==> src/rtl/lpm_pkg.sv <==
package lpm_pkg;

  typedef enum logic [5:0] {
    ST_RUN      = 6'b000001,
    ST_PLL_SLP  = 6'b000010,
    ST_MAIN_SLP = 6'b000100,
    ST_SUB_SLP  = 6'b001000,
    ST_TMR      = 6'b010000,
    ST_STOP     = 6'b100000
  } lpm_state_e;

  typedef struct packed {
    logic stop;
    logic tmr_n;
    logic sleep;
  } lpm_req_t;

  localparam lpm_req_t REQ_IDLE = '{stop: 1'b0, tmr_n: 1'b1, sleep: 1'b0};

  function automatic logic st_is_sleep(input lpm_state_e s);
    return (s == ST_PLL_SLP) || (s == ST_MAIN_SLP) || (s == ST_SUB_SLP);
  endfunction

endpackage

==> src/rtl/lpm_req_reg.sv <==
module lpm_req_reg
  import lpm_pkg::*;
(
  input  logic     clk,
  input  logic     rst,
  input  logic     wr_en,
  input  lpm_req_t wr_req,
  output lpm_req_t req_q,
  output logic     req_vld
);

  always_ff @(posedge clk) begin
    if (rst) begin
      req_q   <= REQ_IDLE;
      req_vld <= 1'b0;
    end else if (wr_en) begin
      req_q   <= wr_req;
      req_vld <= 1'b1;
    end else if (req_vld) begin
      req_q   <= REQ_IDLE;
      req_vld <= 1'b0;
    end
  end


  req_self_clear_chk: assert property (@(posedge clk) disable iff (rst)
    (req_vld && !wr_en) |=> (!req_vld && req_q == REQ_IDLE));

endmodule

==> src/rtl/lpm_fsm.sv <==
module lpm_fsm
  import lpm_pkg::*;
(
  input  logic       clk,
  input  logic       rst,
  input  logic       req_vld,
  input  lpm_req_t   req_q,
  input  logic       irq_pend,
  input  logic       osc_main_sel,
  input  logic       osc_fast_sel,
  output lpm_state_e state_q,
  output lpm_state_e state_nx
);

  lpm_state_e sleep_kind;

  always_comb begin
    if (!osc_fast_sel)     sleep_kind = ST_SUB_SLP;
    else if (osc_main_sel) sleep_kind = ST_MAIN_SLP;
    else                   sleep_kind = ST_PLL_SLP;
  end

  always_comb begin
    state_nx = state_q;
    if (state_q != ST_RUN) begin
      if (irq_pend) state_nx = ST_RUN;
    end else if (req_vld && !irq_pend) begin
      if (req_q.stop)        state_nx = ST_STOP;
      else if (!req_q.tmr_n) state_nx = ST_TMR;
      else if (req_q.sleep)  state_nx = sleep_kind;
    end
  end

  always_ff @(posedge clk) begin
    if (rst) state_q <= ST_RUN;
    else     state_q <= state_nx;
  end


  state_onehot_chk: assert property (@(posedge clk) disable iff (rst)
    $countones(state_q) == 1);


  irq_blocks_entry_chk: assert property (@(posedge clk) disable iff (rst)
    (state_q == ST_RUN && req_vld && irq_pend) |=> state_q == ST_RUN);


  stop_wins_chk: assert property (@(posedge clk) disable iff (rst)
    (state_q == ST_RUN && req_vld && !irq_pend && req_q.stop) |=> state_q == ST_STOP);


  timer_wins_chk: assert property (@(posedge clk) disable iff (rst)
    (state_q == ST_RUN && req_vld && !irq_pend && !req_q.stop && !req_q.tmr_n)
      |=> state_q == ST_TMR);


  irq_wakes_chk: assert property (@(posedge clk) disable iff (rst)
    (state_q != ST_RUN && irq_pend) |=> state_q == ST_RUN);


  lowpwr_write_ignored_chk: assert property (@(posedge clk) disable iff (rst)
    (state_q != ST_RUN && !irq_pend) |=> $stable(state_q));

endmodule

==> src/rtl/lpm_out_map.sv <==
module lpm_out_map
  import lpm_pkg::*;
#(
  parameter int                N_PINS       = 16,
  parameter logic [N_PINS-1:0] BUS_PIN_MASK = 16'h00FF
)(
  input  logic              clk,
  input  logic              rst,
  input  lpm_state_e        state_nx,
  input  logic              hold_req,
  output logic              cpu_clk_en,
  output logic              periph_clk_en,
  output logic              tb_clk_en,
  output logic              hold_ack,
  output logic [N_PINS-1:0] pin_freeze
);

  logic nx_sleep;
  logic nx_bus_live;

  assign nx_sleep    = st_is_sleep(state_nx);
  assign nx_bus_live = nx_sleep || (state_nx == ST_RUN);

  always_ff @(posedge clk) begin
    if (rst) begin
      cpu_clk_en    <= 1'b1;
      periph_clk_en <= 1'b1;
      tb_clk_en     <= 1'b1;
      hold_ack      <= 1'b0;
    end else begin
      cpu_clk_en    <= (state_nx == ST_RUN);
      periph_clk_en <= nx_bus_live;
      tb_clk_en     <= (state_nx != ST_STOP);
      hold_ack      <= hold_req && nx_bus_live;
    end
  end

  for (genvar p = 0; p < N_PINS; p++) begin : g_pin
    if (BUS_PIN_MASK[p]) begin : g_bus
      assign pin_freeze[p] = 1'b0;
    end else begin : g_gpio
      logic frz_q;
      always_ff @(posedge clk) begin
        if (rst) frz_q <= 1'b0;
        else     frz_q <= nx_sleep;
      end
      assign pin_freeze[p] = frz_q;
    end
  end


  stop_gates_all_chk: assert property (@(posedge clk) disable iff (rst)
    !tb_clk_en |-> (!periph_clk_en && !cpu_clk_en));


  hold_follows_chk: assert property (@(posedge clk) disable iff (rst)
    (hold_ack) |-> $past(hold_req));

endmodule

==> src/rtl/lpm_entry_ctrl.sv <==
module lpm_entry_ctrl
  import lpm_pkg::*;
#(
  parameter int                N_PINS       = 16,
  parameter logic [N_PINS-1:0] BUS_PIN_MASK = 16'h00FF
)(
  input  logic              clk,
  input  logic              rst,
  input  logic              wr_en,
  input  logic              wr_stop,
  input  logic              wr_tmr_req_n,
  input  logic              wr_sleep,
  input  logic              osc_main_sel,
  input  logic              osc_fast_sel,
  input  logic              irq_pend,
  input  logic              hold_req,
  output logic [5:0]        lpm_state,
  output logic [2:0]        req_rd,
  output logic              cpu_clk_en,
  output logic              periph_clk_en,
  output logic              tb_clk_en,
  output logic              hold_ack,
  output logic [N_PINS-1:0] pin_freeze
);

  lpm_req_t   wr_req;
  lpm_req_t   req_q;
  logic       req_vld;
  lpm_state_e state_q;
  lpm_state_e state_nx;

  assign wr_req = '{stop: wr_stop, tmr_n: wr_tmr_req_n, sleep: wr_sleep};

  lpm_req_reg u_req (
    .clk     (clk),
    .rst     (rst),
    .wr_en   (wr_en),
    .wr_req  (wr_req),
    .req_q   (req_q),
    .req_vld (req_vld)
  );

  lpm_fsm u_fsm (
    .clk          (clk),
    .rst          (rst),
    .req_vld      (req_vld),
    .req_q        (req_q),
    .irq_pend     (irq_pend),
    .osc_main_sel (osc_main_sel),
    .osc_fast_sel (osc_fast_sel),
    .state_q      (state_q),
    .state_nx     (state_nx)
  );

  lpm_out_map #(
    .N_PINS       (N_PINS),
    .BUS_PIN_MASK (BUS_PIN_MASK)
  ) u_out (
    .clk           (clk),
    .rst           (rst),
    .state_nx      (state_nx),
    .hold_req      (hold_req),
    .cpu_clk_en    (cpu_clk_en),
    .periph_clk_en (periph_clk_en),
    .tb_clk_en     (tb_clk_en),
    .hold_ack      (hold_ack),
    .pin_freeze    (pin_freeze)
  );

  assign lpm_state = state_q;
  assign req_rd    = req_q;


  cpu_clk_tracks_run_chk: assert property (@(posedge clk) disable iff (rst)
    cpu_clk_en == (state_q == ST_RUN));


  bus_pins_live_chk: assert property (@(posedge clk) disable iff (rst)
    (pin_freeze & BUS_PIN_MASK) == '0);


  freeze_only_sleep_chk: assert property (@(posedge clk) disable iff (rst)
    (pin_freeze != '0) |-> st_is_sleep(state_q));

endmodule

==> config.mk <==
export PLATFORM = sky130hd
export DESIGN_NAME = lpm_entry_ctrl
export DESIGN_NICKNAME = d
export VERILOG_FILES = /design/src/rtl/lpm_pkg.sv /design/src/rtl/lpm_req_reg.sv /design/src/rtl/lpm_fsm.sv /design/src/rtl/lpm_out_map.sv /design/src/rtl/lpm_entry_ctrl.sv
export SDC_FILE = /design/constraint.sdc
export NUM_CORES = 1
export LEC_CHECK = 0
export BUFFER_PORTS_ARGS = -buffer_cell sky130_fd_sc_hd__clkbuf_2
export CAP_MARGIN = 25
export CORE_MARGIN = 2
export CORE_UTILIZATION = 46
export DETAILED_ROUTE_END_ITERATION = 10
export PLACE_DENSITY = 0.89
export RECOVER_POWER = 25
export SLEW_MARGIN = 20
export SYNTH_ARGS = -nofsm -noshare
export SYNTH_HDL_FRONTEND = slang
export SYNTH_SLANG_ARGS = --single-unit
==> constraint.sdc <==
create_clock -name clk -period 2.2 [get_ports clk]
set_input_delay 0 -clock clk [delete_from_list [all_inputs] [get_ports clk]]
set_output_delay 0 -clock clk [all_outputs]
set_load 0.1 [all_outputs]
==> summary.md, run 1 <==
| Metric | Value |
|---|---|
| Hpwl dp | `1.47 mm` |
| First-pass GRT wire length | `2.97 mm` |
| Worst R2R Start | `u_fsm.state_q[1]` |
| Cts bufs inserted | `3` |
| Clock power frac | `25.8%` |
| Synth Area in Adders | `0%` |
| Hold path depth | `2` |
| Mux contribution to synthesized area | `under 10%` |
| Peak fanout along the critical path | `6` |
| Slew margin rel. | `~20%` |
| Fraction of layout cells with a size suffix above 1 | `31.5%` |
| Routed WL | `1.96 mm` |
| Max-Cap Viols | `0` |
| Highest-count cells in the layout ignoring fill and taps | `clkbuf_2, nand2_1, dfxtp_1` |
| Reg2reg setup slack | `0.26 ns` |
| Grt met1 use | `20.4%` |
| R2R depth | `6` |
| Largest net degree at the start of global routing | `13` |
| Final net count | `141` |
| Largest family of logic cells by synthesized area | `simple AND/OR/NAND/NOR gates` |
| CTS resizes | `0` |
| Sw frac | `40.7%` |
| Die area | `0.00232 mm²` |
| Non-filler cells, final | `155` |
| Commonest non-fill, non-tap cell in the layout | `clkbuf_2` |
| Final setup vio count | `0` |
| H-tree Lvls | `1` |
| RD Place Congestion | `0.821` |
| Vias in the first global route | `694` |
| Int Pwr | `0.380 mW` |
| CP Class | `reg -> reg` |
| Register bit total from synthesis | `15` |
| Fin crit share | `88.0%` |
| ANT nets after route | `0` |
| Fin crit period | `1.94 ns` |
| Later-pin clock latency in the skew report | `0.30 ns` |
| CP required | `2.41 ns` |
| Mean post-synth cell area | `8.71 µm²` |
| Initial drt markers | `33` |
| Area grow syn2layout | `16.5%` |
| Initial antenna violation count | `0` |
| Total grt overflow | `0` |
| Slew Limit Fails | `0` |
| Number of buffers added on ports | `30` |
| Root Buffer | `clkbuf_4` |
| Diode count | `0` |
| Global routing's busiest layer | `met2` |
| CTS tree | `done` |
| Ranking of synthesized cells by area | `dfxtp_1, buf_4, o41ai_4` |
| Register share of total power | `45.0%` |
| Inst Count DP | `147` |
| Top-Level Pins | `39` |
| Seq/Total Area, Yosys | `between 30% and 40%` |
| Worst-path clk slew | `about 0.1 ns` |
| Fmax | `around 0.52 GHz` |
| Synth warn | `0` |
| Die X | `48.2 µm` |
| Clock sink total | `15` |
| Met2 Resource Use GR | `between 30% and 40%` |
| CTS Buffer Depth | `2` |
| PD cells | `613 mW/mm²` |
| Drt first pass iters | `5` |
| Post-CTS Setup Bufs | `0` |
| Initial core utilization | `around half` |
| Setup Skew | `0.00550 ns` |
| GRT met3 Usage | `2.59%` |
| Min-delay src | `wr_en` |
| Via count | `782` |
| Run status | `completed` |
| Simple-gate share of the synthesized area | `27.5%` |
| Fin Setup TNS | `0 ns` |
| DRC Markers | `0` |
| Part of the power in combinational logic | `29.2%` |
| RR Endpoint | `u_out.hold_ack` |
| WL per Instance | `12.7 µm` |
| Worst Path Arrival | `2.14 ns` |
| Worst slew pin tran | `1.20 ns` |
| CP Capture Type | `flop` |
| XOR/XNOR Fraction of Synth Area | `less than 1%` |
| Post-Syn Area | `about 900 µm²` |
| Peak supply drop | `331 µV` |
| Gr usage total | `between 10% and 20%` |
| Hold Vio Cnt, Final | `0` |
| Gate Count Post-Synth | `103` |
| RSZ-0062 raised after global routing | `no` |
| Chip height | `48.2 µm` |
| Leakage | `0.479 nW` |
| Cell type with the highest aggregate area in the netlist | `dfxtp_1` |
| CP Launch Type | `flop` |
| P_sw | `0.261 mW` |
| Hold Path Class | `in -> reg` |
| Synth unique cells | `32` |
| Synth Area in Compound Gates | `20.2%` |
| Share of the synthesized area in the top cell type | `33.5%` |
| Hold Path End | `u_req.req_vld` |
| Core Region | `roughly 0.0018 mm²` |
| Row Count | `15` |
| Drt via density | `5.05` |
==> power by group through the flow <==
stage	sequential, mW	combinational, mW	clock (mW)
CTS	0.289	0.187	0.164
global placement	0.294	0.178	0
finish	0.289	0.187	0.165
global route	0.290	0.194	0.177
floorplan	0.349	0.110	0
detailed placement	0.295	0.180	0
==> cell usage after synthesis, drive strengths merged <==
master / n
or3: 1
xor2: 1
a2111oi: 1
o31ai: 1
and3: 1
nor2b: 8
o221ai: 1
clkbuf: 2
buf: 16
o21bai: 2
o21ai: 2
nor3: 6
nand4: 1
and3b: 1
mux2i: 1
or2: 1
dfxtp: 15
conb: 1
a2bb2oi: 1
or2b: 1
nand2b: 5
nand2: 9
nand3b: 1
o41ai: 3
o32a: 2
inv: 5
nor2: 8
nor3b: 1
a21oi: 5
==> worst max-delay path by stage <==
| stage | start | endpoint | slack (ns) | depth (start not counted) |
|---|---|---|---|---|
| 2_1_floorplan | u_fsm.state_q[5] | u_out.tb_clk_en | 0.03 | 6 |
| 3_3_place_gp | u_fsm.state_q[1] | u_out.tb_clk_en | 0.35 | 6 |
| 3_5_place_dp | u_fsm.state_q[1] | u_out.hold_ack | 0.28 | 6 |
| 4_1_cts | u_fsm.state_q[1] | u_out.hold_ack | 0.26 | 6 |
| 5_1_grt | u_fsm.state_q[1] | u_out.hold_ack | 0.11 | 6 |
| 6_report | u_fsm.state_q[1] | u_out.hold_ack | 0.26 | 6 |
==> per-layer routing <==
layer / vias up / wire (µm)
li1: 383 / -
met1: 345 / 780
met2: 45 / 1010
met3: 9 / 103
met4: 0 / 70
met5: - / 0
==> area by class of cell <==
class	instances	area (µm²)
repair buffers	34	183
clock inverters	1	5.00
well taps	25	31.3
flip-flops and latches	15	308
fillers	153	738
clock buffers	3	22.5
multi-input cells	72	477
inverters	5	18.8
==> through the flow <==
step	utilization (%)	cell area (µm²)	hold slack (ns)	power (mW)	setup slack [ns]
3_5_place_dp	55.3	986	0.238	0.475	0.277
6_report	58.6	1040	0.0184	0.641	0.263
5_1_grt	58.6	1040	0.0263	0.660	0.111
2_1_floorplan	-	932	0.0760	0.459	0.0255
4_1_cts	59.1	1050	0.0197	0.639	0.263
3_3_place_gp	55.3	986	0.233	0.473	0.348
==> cells by family after synthesis <==
family,after synthesis
multiplexers,1
flip-flops,15
buffers and inverters,23
other,1
AO/OA/AOI/OAI,18
AND/OR/NAND/NOR,44
XOR/XNOR,1
==> worst max-delay path, stage by stage, from the launching register on <==
cell and delay [ns]:
dfxtp_2 0.35, nor3_4 0.25, nand3b_2 0.21, o41ai_4 0.40
xor2_1 0.22, nand2_1 0.09, a2111oi_2 0.33
==> flip-flops by register name (all words and copies together) (netlist names) <==
register and cells:
u_fsm.state_q 6, u_req.req_q 3, u_out.cpu_clk_en 1, u_out.g_pin.g_gpio.frz_q 1
u_out.hold_ack 1, u_out.periph_clk_en 1, u_out.tb_clk_en 1, u_req.req_vld 1
==> what timing repair did <==
action / 4_1_cts / 5_1_grt
endpoints found under the setup margin: 0 / 0
endpoints found under the hold margin: 4 / 0
hold buffers: 4 / 0
Power figures use the tool's default switching activity.
==> run 2: changes to the inputs <==
--- a/config.mk
+++ b/config.mk
@@ -8,11 +8,11 @@
 export BUFFER_PORTS_ARGS = -buffer_cell sky130_fd_sc_hd__clkbuf_2
 export CAP_MARGIN = 25
 export CORE_MARGIN = 2
-export CORE_UTILIZATION = 46
+export CORE_UTILIZATION = 30
 export DETAILED_ROUTE_END_ITERATION = 10
-export PLACE_DENSITY = 0.89
+export PLACE_DENSITY = 0.66
 export RECOVER_POWER = 25
-export SLEW_MARGIN = 20
+export SLEW_MARGIN = 15
 export SYNTH_ARGS = -nofsm -noshare
 export SYNTH_HDL_FRONTEND = slang
 export SYNTH_SLANG_ARGS = --single-unit
==> summary.md, run 2 (synthesis results as in run 1) <==
| Metric | Value |
|---|---|
| Hold Vio Cnt, Final | `0` |
| Final setup vio count | `0` |
| Run status | `finished, violations left` |
| Area grow syn2layout | `17.2%` |
| WL per Instance | `~12 µm` |
| CP required | `2.39 ns` |
| RSZ-0062 raised after global routing | `no` |
| Fraction of layout cells with a size suffix above 1 | `approximately 31%` |
| Initial drt markers | `17` |
| Number of buffers added on ports | `30` |
| Final net count | `141` |
| Hold Path Class | `in -> reg` |
| Max-Cap Viols | `0` |
| Peak supply drop | `approximately 250 µV` |
| Chip height | `58.7 µm` |
| Util after Layout | `37.5%` |
| Initial antenna violation count | `0` |
| Vias in the first global route | `736` |
| Peak fanout along the critical path | `6` |
| Top Registers | `u_fsm.state_q (6), u_req.req_q (3)` |
| Fmax | `0.514 GHz` |
| Die area | `0.00344 mm²` |
| H-tree Lvls | `1` |
| CTS tree | `done` |
| PD cells | `606 mW/mm²` |
| CTS resizes | `0` |
| Failing checks | `design-rule violations` |
| Cts bufs inserted | `3` |
| Clock sink total | `15` |
| Largest reg by FF count | `u_fsm.state_q` |
| Routed WL | `1.90 mm` |
| Slew margin rel. | `22.2%` |
| CP Class | `reg -> reg` |
| Setup Skew | `0.00579 ns` |
| Fin crit share | `88.4%` |
| Leakage | `0.477 nW` |
| Die X | `58.7 µm` |
| Total grt overflow | `0` |
| Highest-count cells in the layout ignoring fill and taps | `clkbuf_2, nand2_1, dfxtp_1` |
| CP Launch Type | `flop` |
| Later-pin clock latency in the skew report | `0.30 ns` |
| Critical Path Source | `u_fsm.state_q[1]` |
| Slew Limit Fails | `0` |
| CTS Buffer Depth | `2` |
| RD Place Congestion | `0.810` |
| DRC Markers | `3` |
| Largest net degree at the start of global routing | `13` |
| Worst-path clk slew | `0.09 ns` |
| Final Hold Slack | `0.00254 ns` |
| CP Capture Type | `flop` |
| Worst slew pin tran | `1.17 ns` |
| Fin Setup TNS | `0 ns` |
| ANT nets after route | `0` |
| Row Count | `19` |
| First-pass GRT wire length | `3.35 mm` |
| Root Buffer | `clkbuf_4` |
| Top-Level Pins | `39` |
| Commonest non-fill, non-tap cell in the layout | `clkbuf_2` |
| Number of flip-flops in the largest register | `6` |
| Diode count | `0` |
| Gr usage total | `12.9%` |
| Drt via density | `roughly 4.8` |
| Min-delay src | `wr_en` |
| Core Region | `around 0.0028 mm²` |
| Initial core utilization | `32.0%` |
| Fin crit period | `1.94 ns` |
| Worst Path Arrival | `2.14 ns` |
| Drt first pass iters | `7` |
| Hpwl dp | `around 1.5 mm` |
| Worst R2R Start | `u_fsm.state_q[1]` |
| Via count | `around 770` |
-- run 2: changes by cell type in the layout (fill, tap and decap cells not counted), sizes merged --
cell / delta
clkbuf: +1
clkinv: -1
-- run 2: report_power, final --
part | internal (mW) | leakage (nW) | total [mW] | switching, mW
registers | 0.280 | 0.123 | 0.288 | 0.00778
logic | 0.0318 | 0.338 | 0.185 | 0.153
clock network | 0.0708 | 0.0150 | 0.164 | 0.0931
total | 0.383 | 0.477 | 0.637 | 0.254
-- run 2: stage by stage --
stage	cell area (µm²)	setup WS [ns]	cells	total power, mW
6_report	1050	0.255	161	0.637
5_1_grt	1050	0.0672	161	0.666
4_1_cts	1060	0.236	161	0.644
3_5_place_dp	993	0.263	153	0.476
3_3_place_gp	993	0.315	153	0.474
2_1_floorplan	932	0.0255	110	0.459
-- run 2: metal layers --
| layer | global-route usage (%) | routed length (µm) | vias up |
|---|---|---|---|
| li1 | - | - | 385 |
| met1 | 14.9 | 749 | 342 |
| met2 | 21.7 | 953 | 33 |
| met3 | 1.54 | 128 | 5 |
| met4 | 9.74 | 69 | 0 |
| met5 | 0 | 0 | - |
-- run 2: path summary, 6_finish.rpt --
kind	slack [ns]	cells after the start	end
worst min register to register	0.55	2	u_fsm.state_q[4]
worst min-delay path	0.003	2	u_req.req_vld
worst max-delay path	0.26	6	u_out.hold_ack
worst max register to register	0.26	6	u_out.hold_ack
-- run 2: cell type report --
| cell class | instances | area, µm² |
|---|---|---|
| Multi-Input combinational cell | 72 | 477 |
| Tap cell | 31 | 38.8 |
| Clock buffer | 4 | 26.3 |
| Sequential cell | 15 | 308 |
| Inverter | 5 | 18.8 |
| Fill cell | 308 | 1750 |
| Timing Repair Buffer | 34 | 183 |
-- run 2: worst max-delay path: stages, from the launching register on --
cell and delay, ns:
dfxtp_2 0.35, nor3_4 0.24, nand3b_2 0.20, o41ai_4 0.39, xor2_1 0.21, nand2_1 0.09, a2111oi_2 0.35
-- run 2: timing repair --
action / 4_1_cts / 5_1_grt
setup buffers: 0 / 0
hold buffers: 4 / 0
endpoints found under the hold margin: 4 / 0
==> run 3: changes to the inputs <==
--- a/config.mk
+++ b/config.mk
@@ -5,11 +5,12 @@
 export SDC_FILE = /design/constraint.sdc
 export NUM_CORES = 1
 export LEC_CHECK = 0
-export BUFFER_PORTS_ARGS = -buffer_cell sky130_fd_sc_hd__clkbuf_2
+export BUFFER_PORTS_ARGS = -buffer_cell sky130_fd_sc_hd__buf_2
 export CAP_MARGIN = 25
-export CORE_MARGIN = 2
+export CORE_MARGIN = 1.5
 export CORE_UTILIZATION = 30
 export DETAILED_ROUTE_END_ITERATION = 10
+export HOLD_SLACK_MARGIN = 0.1
 export PLACE_DENSITY = 0.66
 export RECOVER_POWER = 25
 export SLEW_MARGIN = 15
==> summary.md, run 3 (synthesis results as in run 1) <==
| Metric | Value |
|---|---|
| Hpwl dp | `1.42 mm` |
| CP Launch Type | `flop` |
| Buf/Inv on CP | `3` |
| Peak fanout along the critical path | `6` |
| Via count | `approximately 820` |
| Diode count | `0` |
| Clock power frac | `25.3%` |
| P_sw | `0.264 mW` |
| Fraction of layout cells with a size suffix above 1 | `27.9%` |
| DRC Markers | `3` |
| Hold Vio Cnt, Final | `0` |
| Hold path depth | `4` |
| Largest net degree at the start of global routing | `13` |
| Max-Cap Viols | `0` |
| PD cells | `571 mW/mm²` |
| Critical-path top delay cell | `dlygate4sd3_1` |
| Final net count | `between 150 and 200` |
| Row Count | `19` |
| Crit-path cells | `inv_1, nor3_1, a21oi_1, dlygate4sd3_1, nor2_1, dlygate4sd3_1` |
| Int Pwr | `roughly 0.39 mW` |
| Clock sink total | `15` |
| H-tree Lvls | `1` |
| Setup Skew | `0.00895 ns` |
| Drt via density | `4.79` |
| First-pass GRT wire length | `3.50 mm` |
| Largest stage delay, worst path | `roughly 0.6 ns` |
| CP most frequent cell | `dlygate4sd3_1` |
| ANT nets after route | `0` |
| Total grt overflow | `0` |
| Hold Path End | `u_out.tb_clk_en` |
| Failing checks | `design-rule violations` |
| Min-delay src | `irq_pend` |
| Sw frac | `40.2%` |
| CP Capture Type | `flop` |
| WL per Instance | `about 12 µm` |
| Fin crit period | `2.05 ns` |
| Chip height | `57.7 µm` |
| Hold Path Class | `in -> reg` |
| Commonest non-fill, non-tap cell in the layout | `buf_2` |
| Worst-path clk slew | `0.10 ns` |
| Final setup vio count | `0` |
| RR Endpoint | `u_req.req_q[2]` |
| Die area | `roughly 0.0033 mm²` |
| Cts bufs inserted | `3` |
| Routed WL | `2.09 mm` |
| Largest reg by FF count | `u_fsm.state_q` |
| Drt first pass iters | `8` |
| Inst Count DP | `153` |
| Initial core utilization | `32.0%` |
| Cell family with most CP delay | `buffers and inverters` |
| Initial antenna violation count | `0` |
| Fin Setup TNS | `0 ns` |
| Fin crit share | `93.3%` |
| Worst Path Arrival | `2.28 ns` |
| Initial drt markers | `22` |
| Run status | `finished, violations left` |
| Area grow syn2layout | `28.2%` |
| RD Place Congestion | `0.902` |
| Part of the power in combinational logic | `a little under a third` |
| CTS Buffer Depth | `2` |
| Core Region | `0.00281 mm²` |
| Leakage | `between 0.5 and 0.6 nW` |
| RSZ-0062 raised after global routing | `no` |
| Worst R2R Start | `u_req.req_q[2]` |
| Gr usage total | `13.8%` |
| Peak supply drop | `223 µV` |
| Slew Limit Fails | `0` |
| R2R depth | `6` |
| Vias in the first global route | `780` |
| Die X | `slightly below 60 µm` |
| Post-CTS Setup Bufs | `0` |
| Top-Level Pins | `39` |
| Root Buffer | `clkbuf_4` |
| Number of flip-flops in the largest register | `6` |
| CTS tree | `done` |
| CP required | `2.43 ns` |
| Slew margin rel. | `21.2%` |
| Fmax | `0.487 GHz` |
| Later-pin clock latency in the skew report | `0.30 ns` |
| CP Class | `reg -> reg` |
| Critical Path Source | `u_req.req_q[2]` |
| Worst slew pin tran | `1.19 ns` |
| Reg2reg setup slack | `~0.15 ns` |
| Top Registers | `u_fsm.state_q (6), u_req.req_q (3)` |
| Register share of total power | `44.0%` |
| Highest-count cells in the layout ignoring fill and taps | `buf_2, dlygate4sd3_1, nand2_1, clkbuf_1` |
| Number of buffers added on ports | `30` |
| Non-filler cells, final | `171` |
## run 3: changes by cell type in the layout (fill, tap and decap cells not counted)
cell,before,now
clkbuf_2,24,0
dlygate4sd3_1,4,14
buf_2,0,21
clkinv_2,0,1
dfxtp_2,6,7
clkbuf_1,7,9
dfxtp_1,9,8
## run 3: cell type report
cell class	instances	area [µm²]
clock buffers	3	22.5
multi-input cells	72	477
fillers	290	1660
well taps	31	38.8
repair buffers	44	279
flip-flops and latches	15	309
inverters	5	18.8
clock inverters	1	5.00
## run 3: power by group through the flow
stage	clock [mW]	combinational, mW	sequential (mW)
after floorplan	0	0.110	0.349
after global placement	0	0.181	0.294
after detailed placement	0	0.181	0.295
after CTS	0.168	0.201	0.289
after global routing	0.186	0.210	0.290
final	0.166	0.201	0.289
## run 3: timing repair
item / CTS / global route
hold endpoints to repair: 10 / 0
gates resized for setup: 0 / 0
hold buffers: 14 / 0
## run 3: worst max path at each step
stage	endpoint	cells past startpoint	slack (ns)
final	u_req.req_q[2]	6	0.15
after global routing	u_out.hold_ack	6	0.05
after CTS	u_req.req_q[2]	6	0.22
after detailed placement	u_out.hold_ack	6	0.28
after global placement	u_out.tb_clk_en	6	0.27
after floorplan	u_out.tb_clk_en	6	0.03
## run 3: worst reg2reg max path: cells and delay by family (launching register included)
kind            cells  cell delay (ns)
flops               1             0.38
simple gates        2             0.30
compound gates      1             0.08
buf+inv             3             1.23
## run 3: routing by layer
| metal | vias to the layer above | global-route usage [%] | part of all wire [%] |
|---|---|---|---|
| li1 | 404 | - | - |
| met4 | 0 | 7.31 | 2.5 |
| met2 | 33 | 22.6 | 47 |
| met1 | 376 | 16.6 | 45 |
| met3 | 6 | 3.57 | 5.3 |
| met5 | - | 0 | 0 |
## run 3: per-stage QoR
stage               setup WS (ns)  instance area (µm²)  utilization, %  hold WS, ns  total power [mW]
finish                      0.148                 1150            41.0        0.133             0.656
global route               0.0516                 1150            41.0        0.191             0.686
CTS                         0.220                 1160            41.4        0.144             0.658
detailed placement          0.277                  993            35.4        0.259             0.476
global placement            0.267                  993            35.4        0.239             0.476
floorplan                  0.0255                  932               -       0.0760             0.459
